`config.mk`:
```
export PLATFORM = sky130hd
export DESIGN_NAME = dma_chan_top
export DESIGN_NICKNAME = d
export VERILOG_FILES = /design/src/rtl/dma_pkg.sv /design/src/rtl/dma_chan_regs.sv /design/src/rtl/dma_chan_agen.sv /design/src/rtl/dma_chan_seq.sv /design/src/rtl/dma_chan_top.sv
export SDC_FILE = /design/constraint.sdc
export NUM_CORES = 1
export LEC_CHECK = 0
export ABC_AREA = 1
export BUFFER_PORTS_ARGS = -buffer_cell sky130_fd_sc_hd__buf_2
export CAP_MARGIN = 25
export CELL_PAD_IN_SITES_DETAIL_PLACEMENT = 0
export CELL_PAD_IN_SITES_GLOBAL_PLACEMENT = 2
export CORE_MARGIN = 10
export CORE_UTILIZATION = 31
export DETAILED_ROUTE_END_ITERATION = 10
export GPL_TIMING_DRIVEN = 0
export PLACE_DENSITY = 0.88
export SETUP_SLACK_MARGIN = 0.2
export SYNTH_ARGS = -nofsm -noshare
export SYNTH_HDL_FRONTEND = slang
export SYNTH_SLANG_ARGS = --single-unit
```
`constraint.sdc`:
```
create_clock -name clk_i -period 3.5 [get_ports clk_i]
set_input_delay 0.35 -clock clk_i [delete_from_list [all_inputs] [get_ports clk_i]]
set_output_delay 0.35 -clock clk_i [all_outputs]
set_load 0.01 [all_outputs]
```
`src/rtl/dma_pkg.sv`:
```
package dma_pkg;
  localparam logic [2:0] IDX_SRC  = 3'd0;
  localparam logic [2:0] IDX_DST  = 3'd1;
  localparam logic [2:0] IDX_CNT  = 3'd2;
  localparam logic [2:0] IDX_CTRL = 3'd3;
  localparam logic [2:0] IDX_STAT = 3'd4;

  typedef enum logic [1:0] {STEP_HOLD = 2'd0, STEP_INC = 2'd1, STEP_DEC = 2'd2, STEP_HOLD3 = 2'd3} step_e;

  typedef struct packed {
    logic [1:0] dmode;
    logic [1:0] smode;
    logic       rsv;
    logic [2:0] size;
    logic       ie;
    logic       burst;
    logic       autoreq;
    logic       ch_en;
  } ctrl_t;

  typedef enum logic [1:0] {ST_IDLE, ST_RD, ST_WR} seq_e;

  // 0 marks a reserved size code
  function automatic logic [5:0] unit_bytes(input logic [2:0] code);
    case (code)
      3'd0: unit_bytes = 6'd1;
      3'd1: unit_bytes = 6'd2;
      3'd2: unit_bytes = 6'd4;
      3'd3: unit_bytes = 6'd8;
      3'd4: unit_bytes = 6'd32;
      default: unit_bytes = 6'd0;
    endcase
  endfunction
endpackage

```
`src/rtl/dma_chan_regs.sv`:
```
module dma_chan_regs
  import dma_pkg::*;
#(
  parameter int ADDR_W = 32,
  parameter int CNT_W  = 16,
  parameter int REG_W  = 32
) (
  input  logic              clk_i,
  input  logic              rst_ni,
  input  logic              reg_we_i,
  input  logic [2:0]        reg_addr_i,
  input  logic [REG_W-1:0]  reg_wdata_i,
  output logic [REG_W-1:0]  reg_rdata_o,
  input  logic              unit_done_i,
  input  logic [ADDR_W-1:0] nsrc_i,
  input  logic [ADDR_W-1:0] ndst_i,
  input  logic              ae_set_i,
  input  logic              nmi_i,
  output logic [ADDR_W-1:0] src_o,
  output logic [ADDR_W-1:0] dst_o,
  output logic [CNT_W-1:0]  cnt_o,
  output ctrl_t             ctrl_o,
  output logic              mst_en_o,
  output logic              te_o,
  output logic              nmif_o,
  output logic              ae_o
);
  logic w_src, w_dst, w_cnt, w_ctrl, w_stat;
  assign w_src  = reg_we_i && reg_addr_i == IDX_SRC;
  assign w_dst  = reg_we_i && reg_addr_i == IDX_DST;
  assign w_cnt  = reg_we_i && reg_addr_i == IDX_CNT;
  assign w_ctrl = reg_we_i && reg_addr_i == IDX_CTRL;
  assign w_stat = reg_we_i && reg_addr_i == IDX_STAT;

  always_ff @(posedge clk_i or negedge rst_ni) begin
    if (!rst_ni) begin
      src_o    <= '0;
      dst_o    <= '0;
      cnt_o    <= '0;
      ctrl_o   <= '0;
      mst_en_o <= 1'b0;
      te_o     <= 1'b0;
      nmif_o   <= 1'b0;
      ae_o     <= 1'b0;
    end else begin
      if (w_src) src_o <= reg_wdata_i[ADDR_W-1:0];
      else if (unit_done_i) src_o <= nsrc_i;
      if (w_dst) dst_o <= reg_wdata_i[ADDR_W-1:0];
      else if (unit_done_i) dst_o <= ndst_i;
      if (w_cnt) cnt_o <= reg_wdata_i[CNT_W-1:0];
      else if (unit_done_i) cnt_o <= cnt_o - 1'b1;
      if (w_ctrl) ctrl_o <= ctrl_t'(reg_wdata_i[11:0]);
      if (w_stat) mst_en_o <= reg_wdata_i[0];
      // hardware set wins over a clearing write
      if (unit_done_i && cnt_o == CNT_W'(1)) te_o <= 1'b1;
      else if (w_stat) te_o <= te_o & reg_wdata_i[1];
      if (nmi_i) nmif_o <= 1'b1;
      else if (w_stat) nmif_o <= nmif_o & reg_wdata_i[2];
      if (ae_set_i) ae_o <= 1'b1;
      else if (w_stat) ae_o <= ae_o & reg_wdata_i[3];
    end
  end

  always_comb begin
    case (reg_addr_i)
      IDX_SRC:  reg_rdata_o = REG_W'(src_o);
      IDX_DST:  reg_rdata_o = REG_W'(dst_o);
      IDX_CNT:  reg_rdata_o = REG_W'(cnt_o);
      IDX_CTRL: reg_rdata_o = REG_W'(ctrl_o);
      IDX_STAT: reg_rdata_o = REG_W'({ae_o, nmif_o, te_o, mst_en_o});
      default:  reg_rdata_o = '0;
    endcase
  end
endmodule

```
`src/rtl/dma_chan_agen.sv`:
```
module dma_chan_agen
  import dma_pkg::*;
#(
  parameter int ADDR_W = 32
) (
  input  logic [ADDR_W-1:0] src_i,
  input  logic [ADDR_W-1:0] dst_i,
  input  logic [2:0]        size_i,
  input  logic [1:0]        smode_i,
  input  logic [1:0]        dmode_i,
  output logic [ADDR_W-1:0] nsrc_o,
  output logic [ADDR_W-1:0] ndst_o,
  output logic              align_err_o
);
  logic [5:0]        bytes;
  logic [4:0]        mask;
  logic [ADDR_W-1:0] step;

  assign bytes = unit_bytes(size_i);
  assign mask  = bytes[4:0] - 5'd1;
  assign step  = ADDR_W'(bytes);
  assign align_err_o = (bytes == 6'd0) || ((src_i[4:0] & mask) != 5'd0)
                       || ((dst_i[4:0] & mask) != 5'd0);

  always_comb begin
    case (step_e'(smode_i))
      STEP_INC: nsrc_o = src_i + step;
      STEP_DEC: nsrc_o = src_i - step;
      default:  nsrc_o = src_i;
    endcase
    case (step_e'(dmode_i))
      STEP_INC: ndst_o = dst_i + step;
      STEP_DEC: ndst_o = dst_i - step;
      default:  ndst_o = dst_i;
    endcase
  end
endmodule

```
`src/rtl/dma_chan_seq.sv`:
```
module dma_chan_seq
  import dma_pkg::*;
#(
  parameter int ADDR_W = 32,
  parameter int DATA_W = 64
) (
  input  logic              clk_i,
  input  logic              rst_ni,
  input  ctrl_t             ctrl_i,
  input  logic              mst_en_i,
  input  logic              te_i,
  input  logic              nmif_i,
  input  logic              ae_i,
  input  logic              cnt_nz_i,
  input  logic              cnt_last_i,
  input  logic              align_err_i,
  input  logic              dreq_i,
  input  logic [ADDR_W-1:0] src_i,
  input  logic [ADDR_W-1:0] dst_i,
  input  logic              mem_ready_i,
  input  logic [DATA_W-1:0] mem_rdata_i,
  output logic              mem_req_o,
  output logic              mem_we_o,
  output logic [ADDR_W-1:0] mem_addr_o,
  output logic [2:0]        mem_size_o,
  output logic [DATA_W-1:0] mem_wdata_o,
  output logic              bus_own_o,
  output logic              unit_done_o,
  output logic              ae_set_o
);
  seq_e              state_q, state_d;
  logic [DATA_W-1:0] data_q;
  logic              pend_q, en_all, want, start;

  assign en_all = ctrl_i.ch_en & mst_en_i & ~te_i & ~nmif_i & ~ae_i;
  assign want   = en_all & cnt_nz_i & (ctrl_i.autoreq | pend_q);

  always_comb begin
    state_d     = state_q;
    start       = 1'b0;
    ae_set_o    = 1'b0;
    unit_done_o = 1'b0;
    case (state_q)
      ST_IDLE: if (want) begin
        if (align_err_i) ae_set_o = 1'b1;
        else begin
          start   = 1'b1;
          state_d = ST_RD;
        end
      end
      ST_RD: if (mem_ready_i) state_d = ST_WR;
      ST_WR: if (mem_ready_i) begin
        unit_done_o = 1'b1;
        state_d = (ctrl_i.burst && en_all && !cnt_last_i) ? ST_RD : ST_IDLE;
      end
      default: state_d = ST_IDLE;
    endcase
  end

  always_ff @(posedge clk_i or negedge rst_ni) begin
    if (!rst_ni) begin
      state_q <= ST_IDLE;
      data_q  <= '0;
      pend_q  <= 1'b0;
    end else begin
      state_q <= state_d;
      if (state_q == ST_RD && mem_ready_i) data_q <= mem_rdata_i;
      // burst keeps one request armed until the count is exhausted
      if (dreq_i && !ctrl_i.autoreq) pend_q <= 1'b1;
      else if (ae_set_o || (start && !ctrl_i.burst) || (unit_done_o && cnt_last_i))
        pend_q <= 1'b0;
    end
  end

  assign mem_req_o   = state_q != ST_IDLE;
  assign mem_we_o    = state_q == ST_WR;
  assign mem_addr_o  = (state_q == ST_WR) ? dst_i : src_i;
  assign mem_size_o  = ctrl_i.size;
  assign mem_wdata_o = data_q;
  assign bus_own_o   = state_q != ST_IDLE;
endmodule

```
`src/rtl/dma_chan_top.sv`:
```
module dma_chan_top
  import dma_pkg::*;
#(
  parameter int ADDR_W = 32,
  parameter int DATA_W = 64,
  parameter int CNT_W  = 16,
  parameter int REG_W  = 32
) (
  input  logic              clk_i,
  input  logic              rst_ni,
  input  logic              reg_we_i,
  input  logic [2:0]        reg_addr_i,
  input  logic [REG_W-1:0]  reg_wdata_i,
  output logic [REG_W-1:0]  reg_rdata_o,
  input  logic              dreq_i,
  input  logic              nmi_i,
  output logic              mem_req_o,
  output logic              mem_we_o,
  output logic [ADDR_W-1:0] mem_addr_o,
  output logic [2:0]        mem_size_o,
  output logic [DATA_W-1:0] mem_wdata_o,
  input  logic              mem_ready_i,
  input  logic [DATA_W-1:0] mem_rdata_i,
  output logic              bus_own_o,
  output logic              irq_end_o,
  output logic              irq_ae_o
);
  logic [ADDR_W-1:0] src_q, dst_q, nsrc, ndst;
  logic [CNT_W-1:0]  cnt_q;
  ctrl_t             ctrl_q;
  logic              mst_en_q, te_q, nmif_q, ae_q;
  logic              unit_done, ae_set, align_err;

  dma_chan_regs #(.ADDR_W(ADDR_W), .CNT_W(CNT_W), .REG_W(REG_W)) u_regs (
    .clk_i, .rst_ni, .reg_we_i, .reg_addr_i, .reg_wdata_i, .reg_rdata_o,
    .unit_done_i(unit_done), .nsrc_i(nsrc), .ndst_i(ndst), .ae_set_i(ae_set),
    .nmi_i, .src_o(src_q), .dst_o(dst_q), .cnt_o(cnt_q), .ctrl_o(ctrl_q),
    .mst_en_o(mst_en_q), .te_o(te_q), .nmif_o(nmif_q), .ae_o(ae_q)
  );

  dma_chan_agen #(.ADDR_W(ADDR_W)) u_agen (
    .src_i(src_q), .dst_i(dst_q), .size_i(ctrl_q.size), .smode_i(ctrl_q.smode),
    .dmode_i(ctrl_q.dmode), .nsrc_o(nsrc), .ndst_o(ndst), .align_err_o(align_err)
  );

  dma_chan_seq #(.ADDR_W(ADDR_W), .DATA_W(DATA_W)) u_seq (
    .clk_i, .rst_ni, .ctrl_i(ctrl_q), .mst_en_i(mst_en_q), .te_i(te_q),
    .nmif_i(nmif_q), .ae_i(ae_q), .cnt_nz_i(cnt_q != '0),
    .cnt_last_i(cnt_q == CNT_W'(1)), .align_err_i(align_err), .dreq_i,
    .src_i(src_q), .dst_i(dst_q), .mem_ready_i, .mem_rdata_i, .mem_req_o,
    .mem_we_o, .mem_addr_o, .mem_size_o, .mem_wdata_o, .bus_own_o,
    .unit_done_o(unit_done), .ae_set_o(ae_set)
  );

  assign irq_end_o = te_q & ctrl_q.ie;
  assign irq_ae_o  = ae_q;
endmodule

```
Word level (Yosys, flattened, before mapping)
Cells that the tools add are included.
{"block": "op_classes", "add_sub_neg": 6, "bitwise_logic": 16, "reduce_logical": 38, "n_mux": 33, "eq_ne": 19}
{"cell": "32-bit two-way mux", "n": 5}
{"cell": "32-bit one-hot mux with 5 select lines", "n": 1}
{"cell": "32-bit one-hot mux with 2 select lines", "n": 2}
{"cell": "32-bit by 6-bit adder with 32-bit output", "n": 2}
{"cell": "32-bit by 6-bit subtractor with 32-bit output", "n": 2}
{"cell": "16-bit two-way mux", "n": 2}
{"cell": "6-bit one-hot mux with 5 select lines", "n": 1}
{"cell": "1-bit two-way mux", "n": 17}
{"cell": "16-bit by 1-bit == test with 1-bit output (second input constant)", "n": 1}
{"cell": "16-bit nonzero test", "n": 1}
{"cell": "2-bit nonzero test", "n": 8}
{"cell": "16-bit by 1-bit subtractor with 16-bit output (second input constant)", "n": 1}
{"cell": "3-bit by 2-bit == test with 1-bit output (second input constant)", "n": 4}
{"cell": "1-bit logical AND", "n": 11}
{"cell": "1-bit AND", "n": 10}
{"cell": "5-bit AND", "n": 2}
{"cell": "5-bit nonzero test", "n": 2}
{"cell": "2-bit two-way mux", "n": 4}
{"cell": "2-bit by 1-bit == test with 1-bit output (second input constant)", "n": 3}
{"cell": "2-bit == test (second input constant)", "n": 3}
{"cell": "3-bit by 1-bit == test with 1-bit output (second input constant)", "n": 2}
{"cell": "3-bit == test (second input constant)", "n": 2}
{"cell": "3-bit zero test", "n": 2}
{"cell": "6-bit zero test", "n": 1}
{"cell": "12 further kinds", "n": 23}
{"block": "totals", "inputBits": 105, "wordCells": 130, "register_bits": 163, "output_inout_bits": 136}

Longest topological paths before layout
Gate-level depths: netlist of run 1.
{"block": "logic_depth", "depth_word": 15, "mapped_depth": 22, "ltp_nobuf": 22}

Hierarchy
From an unflattened synthesis of run 1, not the netlist that was laid out.
{"block": "hier_totals", "hier_cells": 2251, "area_unflattened_um2": 14666.6}
{"module": "dma_chan_agen", "area_each_um2": 5746.8, "cells_per_inst": 1226, "n_inst": 1, "seq_area_each_um2": 0.0}
{"module": "dma_chan_regs", "area_each_um2": 5509.0, "cells_per_inst": 695, "n_inst": 1, "seq_area_each_um2": 2402.3}
{"module": "dma_chan_seq", "area_each_um2": 3241.9, "cells_per_inst": 286, "n_inst": 1, "seq_area_each_um2": 1676.6}
{"module": "dma_chan_top", "area_each_um2": 168.9, "cells_per_inst": 44, "n_inst": 1, "seq_area_each_um2": 0.0}

Worst setup path before layout of run 1
No wires, ideal clock.
{"block": "synth_timing", "path_type": "register -> register", "from": "register u_regs.ctrl_o[5] (netlist bit)", "to": "register u_regs.dst_o[20]", "path_buffers": 0, "t_arrival_ns": 2.601, "path_slack_ns": 0.776, "setup_ns": 0.124, "required_time_ns": 3.376, "period_less_slack_ns": 2.724, "path_stages_with_launch": 20, "cell_sequence": "dfrtp_1 -> inv_1 -> nand2_1 -> nor2_1 -> inv_1 -> ha_1 -> nand2_1 -> nor2_1 -> inv_1 -> nand2_1 -> ha_1 -> nand2_1 -> nor2_1 -> inv_1 -> nor2_1 -> nand4_1 -> nand3b_1 -> nand2_1 -> nand2_1 -> o21bai_1"}
{"block": "synth_via", "elab_chain_len": 6, "word_cells_on_any_way": 11, "cone_classes": "add/sub: 2; eq/ne: 4; mux: 4; reduce/logical: 1"}
{"element": "from (decl)", "line": "dma_chan_regs.sv:22", "text": "output ctrl_t ctrl_o,"}
{"element": "from (signal assigned)", "line": "dma_chan_regs.sv:52", "text": "if (w_ctrl) ctrl_o <= ctrl_t'(reg_wdata_i[11:0]);"}
{"element": "3-bit == test (tied with other cells)", "line": "dma_pkg.sv:25", "text": "case (code)"}
{"element": "6-bit one-hot mux with 5 select lines *", "line": "dma_pkg.sv:25"}
{"element": "32-bit by 6-bit subtractor with 32-bit output or 32-bit by 6-bit adder with 32-bit output (tied branches)", "line": "dma_chan_agen.sv:33, dma_chan_agen.sv:32"}
{"element": "32-bit one-hot mux with 2 select lines *", "line": "dma_chan_agen.sv:31", "text": "case (step_e'(dmode_i))"}
{"element": "32-bit two-way mux *", "line": "dma_chan_regs.sv:49", "text": "else if (unit_done_i) dst_o <= ndst_i;"}
{"element": "32-bit two-way mux *", "line": "dma_chan_regs.sv:48", "text": "if (w_dst) dst_o <= reg_wdata_i[ADDR_W-1:0];"}
{"element": "to (signal assigned)", "line": "dma_chan_regs.sv:48"}
{"element": "to (signal assigned)", "line": "dma_chan_regs.sv:49"}
{"element": "to (decl)", "line": "dma_chan_regs.sv:20", "text": "output logic [ADDR_W-1:0] dst_o,"}
Mark *: on every way between the ends. The rest lies on a longest branch, timed or not. The select of a mux whose other input is x is not followed.
A chain may end at the register's enable or synchronous reset.

Worst setup path after layout of run 1
{"block": "layout_timing", "from": "register u_regs.ctrl_o[4] (netlist bit)", "to": "register u_regs.src_o[21]"}
{"block": "layout_via", "elab_chain_len": 6, "word_cells_on_any_way": 11, "cone_classes": "add/sub: 2; eq/ne: 4; mux: 4; reduce/logical: 1"}
{"element": "3-bit == test (tied with other cells)", "line": "dma_pkg.sv:25"}
{"element": "6-bit one-hot mux with 5 select lines *", "line": "dma_pkg.sv:25"}
{"element": "32-bit by 6-bit subtractor with 32-bit output or 32-bit by 6-bit adder with 32-bit output (tied branches)", "line": "dma_chan_agen.sv:28, dma_chan_agen.sv:27"}
{"element": "32-bit one-hot mux with 2 select lines *", "line": "dma_chan_agen.sv:26", "text": "case (step_e'(smode_i))"}
{"element": "32-bit two-way mux *", "line": "dma_chan_regs.sv:47", "text": "else if (unit_done_i) src_o <= nsrc_i;"}
{"element": "32-bit two-way mux *", "line": "dma_chan_regs.sv:46", "text": "if (w_src) src_o <= reg_wdata_i[ADDR_W-1:0];"}
{"element": "to (signal assigned)", "line": "dma_chan_regs.sv:46"}
{"element": "to (signal assigned)", "line": "dma_chan_regs.sv:47"}
{"element": "to (decl)", "line": "dma_chan_regs.sv:19", "text": "output logic [ADDR_W-1:0] src_o,"}
Marks and branches as above.

==> results of run 1 <==
synthesized netlist by cell type, drive strengths merged:
master	number
inv	385
xnor2	21
nand2	660
a21bo	1
a21o	1
o21ai	85
nor3	17
clkbuf	8
a21boi	2
nand4	14
a221o	4
dfrtp	163
or2	3
o22ai	57
nand3b	11
o221ai	29
nor2	119
buf	35
mux2	64
a22oi	1
fa	2
o311ai	1
o211ai	10
o2111ai	1
nor4	3
clkinv	3
a21oi	51
o21bai	16
ha	69
xor2	12
nand3	97
and2	1
a221oi	2
final cells by class:
type                            count  share of cell area
Timing Repair Buffer              260              0.0853
Sequential cell                   163               0.249
Clock inverter                     15              0.0100
Buffer                             43              0.0158
Tap cell                          539              0.0412
Inverter                          388              0.0897
Multi-Input combinational cell   1354               0.483
Clock buffer                       17              0.0260
logic make-up (layout without fill, tap and decap cells):
family / after synthesis / count (layout)
AND/OR/NAND/NOR: 925 / 925
buffers and inverters: 431 / 723
AO/OA/AOI/OAI: 261 / 261
flip-flops: 163 / 163
adder cells (fa/ha/maj): 71 / 71
multiplexers: 64 / 64
XOR/XNOR: 33 / 33
worst min-delay path by stage:
stage / startpoint / endpoint / slack [ns] / depth (start not counted)
2_1_floorplan: rst_ni / u_regs.ae_o / 0.05 / 0
3_3_place_gp: u_regs.cnt_o[1] / u_regs.cnt_o[1] / 0.47 / 2
3_5_place_dp: rst_ni / u_regs.cnt_o[1] / 0.36 / 1
4_1_cts: nmi_i / u_regs.nmif_o / 0.06 / 3
5_1_grt: nmi_i / u_regs.nmif_o / 0.08 / 3
6_report: nmi_i / u_regs.nmif_o / 0.08 / 3
layer usage:
metal	up-vias	GRT usage	part of all wire
met1	6391	0.269	0.45
li1	6768	-	-
met2	534	0.324	0.44
met3	66	0.0489	0.085
met5	-	0	0.00038
met4	2	0.0532	0.021
timing repair:
action | in CTS | in global routing
endpoints found under the setup margin | 50 | 42
gates resized for setup | 42 | 85
setup buffers | 6 | 12
hold endpoints to repair | 68 | 0
gates cloned | 0 | 0
pin swaps | 2 | 10
hold buffers | 1 | 0
registers in the layout, indices dropped and copies added (netlist names):
register	flops
u_regs.dst_o	32
u_seq.mem_wdata_o	64
u_regs.ae_o	1
u_regs.te_o	1
u_regs.mst_en_o	1
u_regs.src_o	32
u_seq.pend_q	1
u_seq.state_q	2
u_regs.nmif_o	1
u_regs.cnt_o	16
u_regs.ctrl_o	12
power breakdown:
group | internal, mW | leakage, nW | switching (mW) | total, mW
sequential | 2.55 | 2.07 | 0.602 | 3.15
clock | 0.957 | 0.291 | 0.949 | 1.91
combinational | 3.01 | 6.68 | 4.82 | 7.83
total | 6.51 | 9.04 | 6.37 | 12.9
per-stage QoR:
step	cell area [um^2]	power [mW]	setup WS, ns	hold slack, ns	setup TNS [ns]
global placement	15000	10.1	-0.529	0.473	-90.87
finish	16400	12.9	0.385	0.0763	0
CTS	15900	12.5	0.245	0.0585	0
detailed placement	15000	10.2	-0.264	0.356	-5.84
global route	16400	14.0	0.159	0.0807	0
floorplan	13100	7.76	0.776	0.0544	0
worst max-delay path, cell delays in order (launching register included):
cell and delay, ns:
dfrtp_2 0.44, inv_1 0.07, nand2_1 0.13, nor2_2 0.06, inv_1 0.12, ha_1 0.21, nand2_2 0.10, nor2_2 0.16
inv_2 0.07, buf_12 0.13, nand2_4 0.17, ha_4 0.25, nand2_1 0.10, inv_1 0.06, nand2_1 0.14, inv_1 0.06
a21oi_1 0.25, nand2_4 0.12, nand2_1 0.09, nand3b_1 0.07, nand3_1 0.12, nand2_1 0.06
==> flow_summary.ini, run 1 <==
[final_layout]
multi_input_area_um2 = 7900
syn_to_final_growth_pct = 24.7
fin_util = 0.390
register_area_um2 = 4080
diodes = 0
fillers = 4542
layout_commonest_cell = nand2_1
nNetsFinal = 2403
final_cell_mix = nand2_1, inv_1, buf_2
drive_gt1_frac = 0.227
instances_no_fill = 2779

[place]
dp_cells = 2728
place_congestion = 0.972
portBuffers = 240
dp_hpwl_um = 44200

[global_routing]
grt_pass1_vias = 13400
grt_max_degree = 96
gr-total-overflow = 0
grt_pass1_wl_um = 79700
antenna_found_initial = 2
grt_util_all_layers = 0.203

[pwr]
p_leak_nw = 9.04
vdd_drop_max_mv = 0.368
p_per_area_nw_per_um2 = 787

[timing]
worst_slew_pin_slew_ns = 0.799
period_needed_ns = 3.11
final.setup_skew_ns = 0.00817
max_freq_ghz = 0.321
setup_viol = 0
relSlewSlack = 0.467
final_max_slew_viol_count = 0
post-route-period-util = 0.890
hold_viol = 0
rsz0062_at_grt = true

[logic_synthesis]
synth-simple-area-share = 0.289
syn_avg_cell_area_um2 = 6.74
synthAdderAreaFrac = 0.0688
synth_top_family_by_area = simple AND/OR/NAND/NOR gates
synth-seq-area-share = 0.311
syn_area_um2 = 13100
synth_largest_area_cell = dfrtp_1
synth_top_area_share = 0.311
post_synth_num_cell_types = 50
synth_area_leaders = dfrtp_1, nand2_1, inv_1
synth-xor-area-share = 0.0220
syn_inst = 1948
ys_warn_count = 0
synth_nets = 2124
synth_mux_area_frac = 0.0549
synth_compound_area_frac = 0.123
ys_seq_elements = 163

[detailed_routing]
wirelength_um = 53200
viasPerCell = 4.95
ant_nets = 0
via_count = 13800
wl_per_cell_um = 19.1
initialDrtViolationCount = 1250
first_pass_iters = 6
route.detailed.drc = 0

[clocking]
clkLatencyLatePin_ns = 0.46
cts_buffer_depth = 2
cts_made_buffers = 17
cts_max_level = 4
cts_tree = done
path_clk_slew_ns = 0.08
clock_sinks = 163
root_buffer = clkbuf_16

[setup_path]
reg2regPathDepth = 21
critical_path_class = register to register
rr_startpoint = u_regs.ctrl_o[4]
reg2reg_slack_ns = 0.39
cp-end-kind = register
cp-start-kind = register
crit_required_ns = 3.84
cp-endpoint = u_regs.src_o[21]
rr_endpoint = u_regs.src_o[21]
crit_path_max_fanout = 6
crit_path_start = u_regs.ctrl_o[4]
cp.arrival_ns = 3.46

[die]
die-area_um2 = 51000
die_w_um = 226
fp-row-count = 75
dieHeight_um = 226
core_area_um2 = 41900
num_io_pins = 241
initial_core_util = 0.313

[status]
status = complete, no violations

[hold_path]
hp-class = input pin to register

[run]
drv_cap = 0
No activity file was read; power rests on OpenSTA's default activity.
==> inputs of run 2 (changes only) <==
--- a/config.mk
+++ b/config.mk
@@ -8,8 +8,9 @@
 export ABC_AREA = 1
 export BUFFER_PORTS_ARGS = -buffer_cell sky130_fd_sc_hd__buf_2
 export CAP_MARGIN = 25
-export CELL_PAD_IN_SITES_DETAIL_PLACEMENT = 0
+export CELL_PAD_IN_SITES_DETAIL_PLACEMENT = 1
 export CELL_PAD_IN_SITES_GLOBAL_PLACEMENT = 2
+export CORE_ASPECT_RATIO = 1.2
 export CORE_MARGIN = 10
 export CORE_UTILIZATION = 31
 export DETAILED_ROUTE_END_ITERATION = 10
==> run 2 against run 1 <==
Compared with the run above:
- register-to-register slack worse by 0.05 ns
- non-clock buffer count fell by 8
- wire length is 8.6% higher
- global-route usage up 1.6 points
- combinational power increased by 2%
- clock power down 4%
- final cell count about the same
- die area barely moved
==> flow_summary.ini, run 2 (synthesis results as in run 1) <==
[final_layout]
instances_no_fill = 2778
final_cell_mix = nand2_1, inv_1, buf_2
largest_reg_flops = 64
nNetsFinal = 2395
layout_commonest_cell = nand2_1
drive_gt1_frac = 0.221
syn_to_final_growth_pct = 23.9
fin_util = 0.389

[die]
die_w_um = 208
num_io_pins = 241
die-area_um2 = 51000
fp-row-count = 82
initial_core_util = 0.314
dieHeight_um = 245
core_area_um2 = 41900

[pwr]
internal_power_mw = 6.49
p_per_area_nw_per_um2 = 798
switching_share = 0.500
pwr-share-seq = 0.246
clkPwrFrac = 0.142
p_leak_nw = 8.95
power.switching_mw = 6.49
p_comb_frac = 0.612
vdd_drop_max_mv = 0.402

[timing]
final_max_slew_viol_count = 0
hold_slack_ns = 0.0798
post-route-period-util = 0.903
worst_slew_pin_slew_ns = 0.717
max_freq_ghz = 0.316
relSlewSlack = 0.522
period_needed_ns = 3.16
rsz0062_at_grt = true
setup_viol = 0
hold_viol = 0
final.setup_skew_ns = 0.0151

[global_routing]
antenna_found_initial = 3
gr-total-overflow = 0
grt_pass1_wl_um = 87300
grt_max_degree = 84
grt_pass1_vias = 14700
grt_util_all_layers = 0.219

[clocking]
clkLatencyLatePin_ns = 0.47
cts_made_buffers = 17
cts_max_level = 4
cts_buffer_depth = 2
path_clk_slew_ns = 0.08
cts_tree = done
root_buffer = clkbuf_16
clock_sinks = 163

[hold_path]
hold_depth = 3
hp-class = input pin to register
whs_endpoint = u_regs.nmif_o
hp-start = nmi_i

[setup_path]
cp-start-kind = register
reg2reg_slack_ns = 0.34
rr_startpoint = u_regs.ctrl_o[4]
cp.arrival_ns = 3.50
crit_path_start = u_regs.ctrl_o[4]
crit_path_max_fanout = 6
cp-end-kind = register
crit_required_ns = 3.84
reg2regPathDepth = 20
rr_endpoint = u_regs.src_o[18]
critical_path_class = register to register

[place]
dp_hpwl_um = 47700
dp_cells = 2735
portBuffers = 240
place_congestion = 0.979

[detailed_routing]
via_count = 14000
wl_per_cell_um = 20.8
wirelength_um = 57800
viasPerCell = 5.06
ant_nets = 0
route.detailed.drc = 0
first_pass_iters = 5
initialDrtViolationCount = 854

[run]
drv_cap = 0

[status]
status = complete, no violations
## run 2: how the worst max path moves through the flow
stage	end	slack [ns]	cells after the start
4_1_cts	u_regs.dst_o[31]	0.23	20
6_report	u_regs.src_o[18]	0.34	20
2_1_floorplan	u_regs.dst_o[20]	0.78	19
3_3_place_gp	u_seq.mem_wdata_o[35]	-0.58	1
5_1_grt	u_regs.src_o[18]	0.14	20
3_5_place_dp	u_regs.dst_o[31]	-0.40	21
## run 2: final cells by class
cell class | instances | area [um^2]
Inverter | 388 | 1470
Antenna cell | 1 | 2.50
Sequential cell | 163 | 4080
Clock buffer | 20 | 447
Multi-Input combinational cell | 1354 | 7890
Fill cell | 5392 | 25600
Timing Repair Buffer | 252 | 1340
Clock inverter | 11 | 95.1
Buffer | 43 | 259
Tap cell | 546 | 683
## run 2: what timing repair did
action / 4_1_cts / 5_1_grt
hold buffers: 1 / 0
endpoints found under the setup margin: 50 / 44
buffers inserted: 6 / 4
endpoints found under the hold margin: 80 / 0
resized for setup: 51 / 67
pin swaps: 2 / 6
## run 2: routing by layer
layer / global-route usage / routed length, um / part of all wire
met1: 0.264 / 24700 / 0.43
met2: 0.383 / 28100 / 0.49
met3: 0.0479 / 3310 / 0.057
met4: 0.0666 / 1610 / 0.028
met5: 0 / 12 / 0.00021
## run 2: power by group through the flow
stage	Combinational, mW	Clock (mW)	Sequential (mW)
global placement	7.05	0	3.11
detailed placement	7.24	0	3.16
floorplan	4.62	0	3.14
CTS	7.62	1.88	3.16
finish	7.95	1.84	3.19
global route	8.84	1.96	3.26
## run 2: per-stage QoR
step           worst slack (ns)  instance area [um^2]  power [mW]  TNS, ns
2_1_floorplan             0.776                 13100        7.76        0
3_3_place_gp             -0.578                 15000        10.2  -101.32
3_5_place_dp             -0.405                 15100        10.4    -9.30
4_1_cts                   0.229                 15900        12.7        0
5_1_grt                   0.143                 16300        14.1        0
6_report                  0.339                 16300        13.0        0
## run 2: worst max-delay path: stages, from the launching register on
cell and delay (ns):
dfrtp_2 0.46, inv_1 0.10, nand2_2 0.10, nor2_4 0.13, inv_1 0.10, ha_2 0.22
nand2_2 0.09, nor2_4 0.05, inv_2 0.09, buf_12 0.12, nand2_4 0.13, ha_4 0.35
nand2_1 0.08, nor2_1 0.25, inv_1 0.10, nor2_1 0.17, nand3_1 0.18, nand3_1 0.13
nand2_1 0.06, nand3_1 0.07, nand3_1 0.07
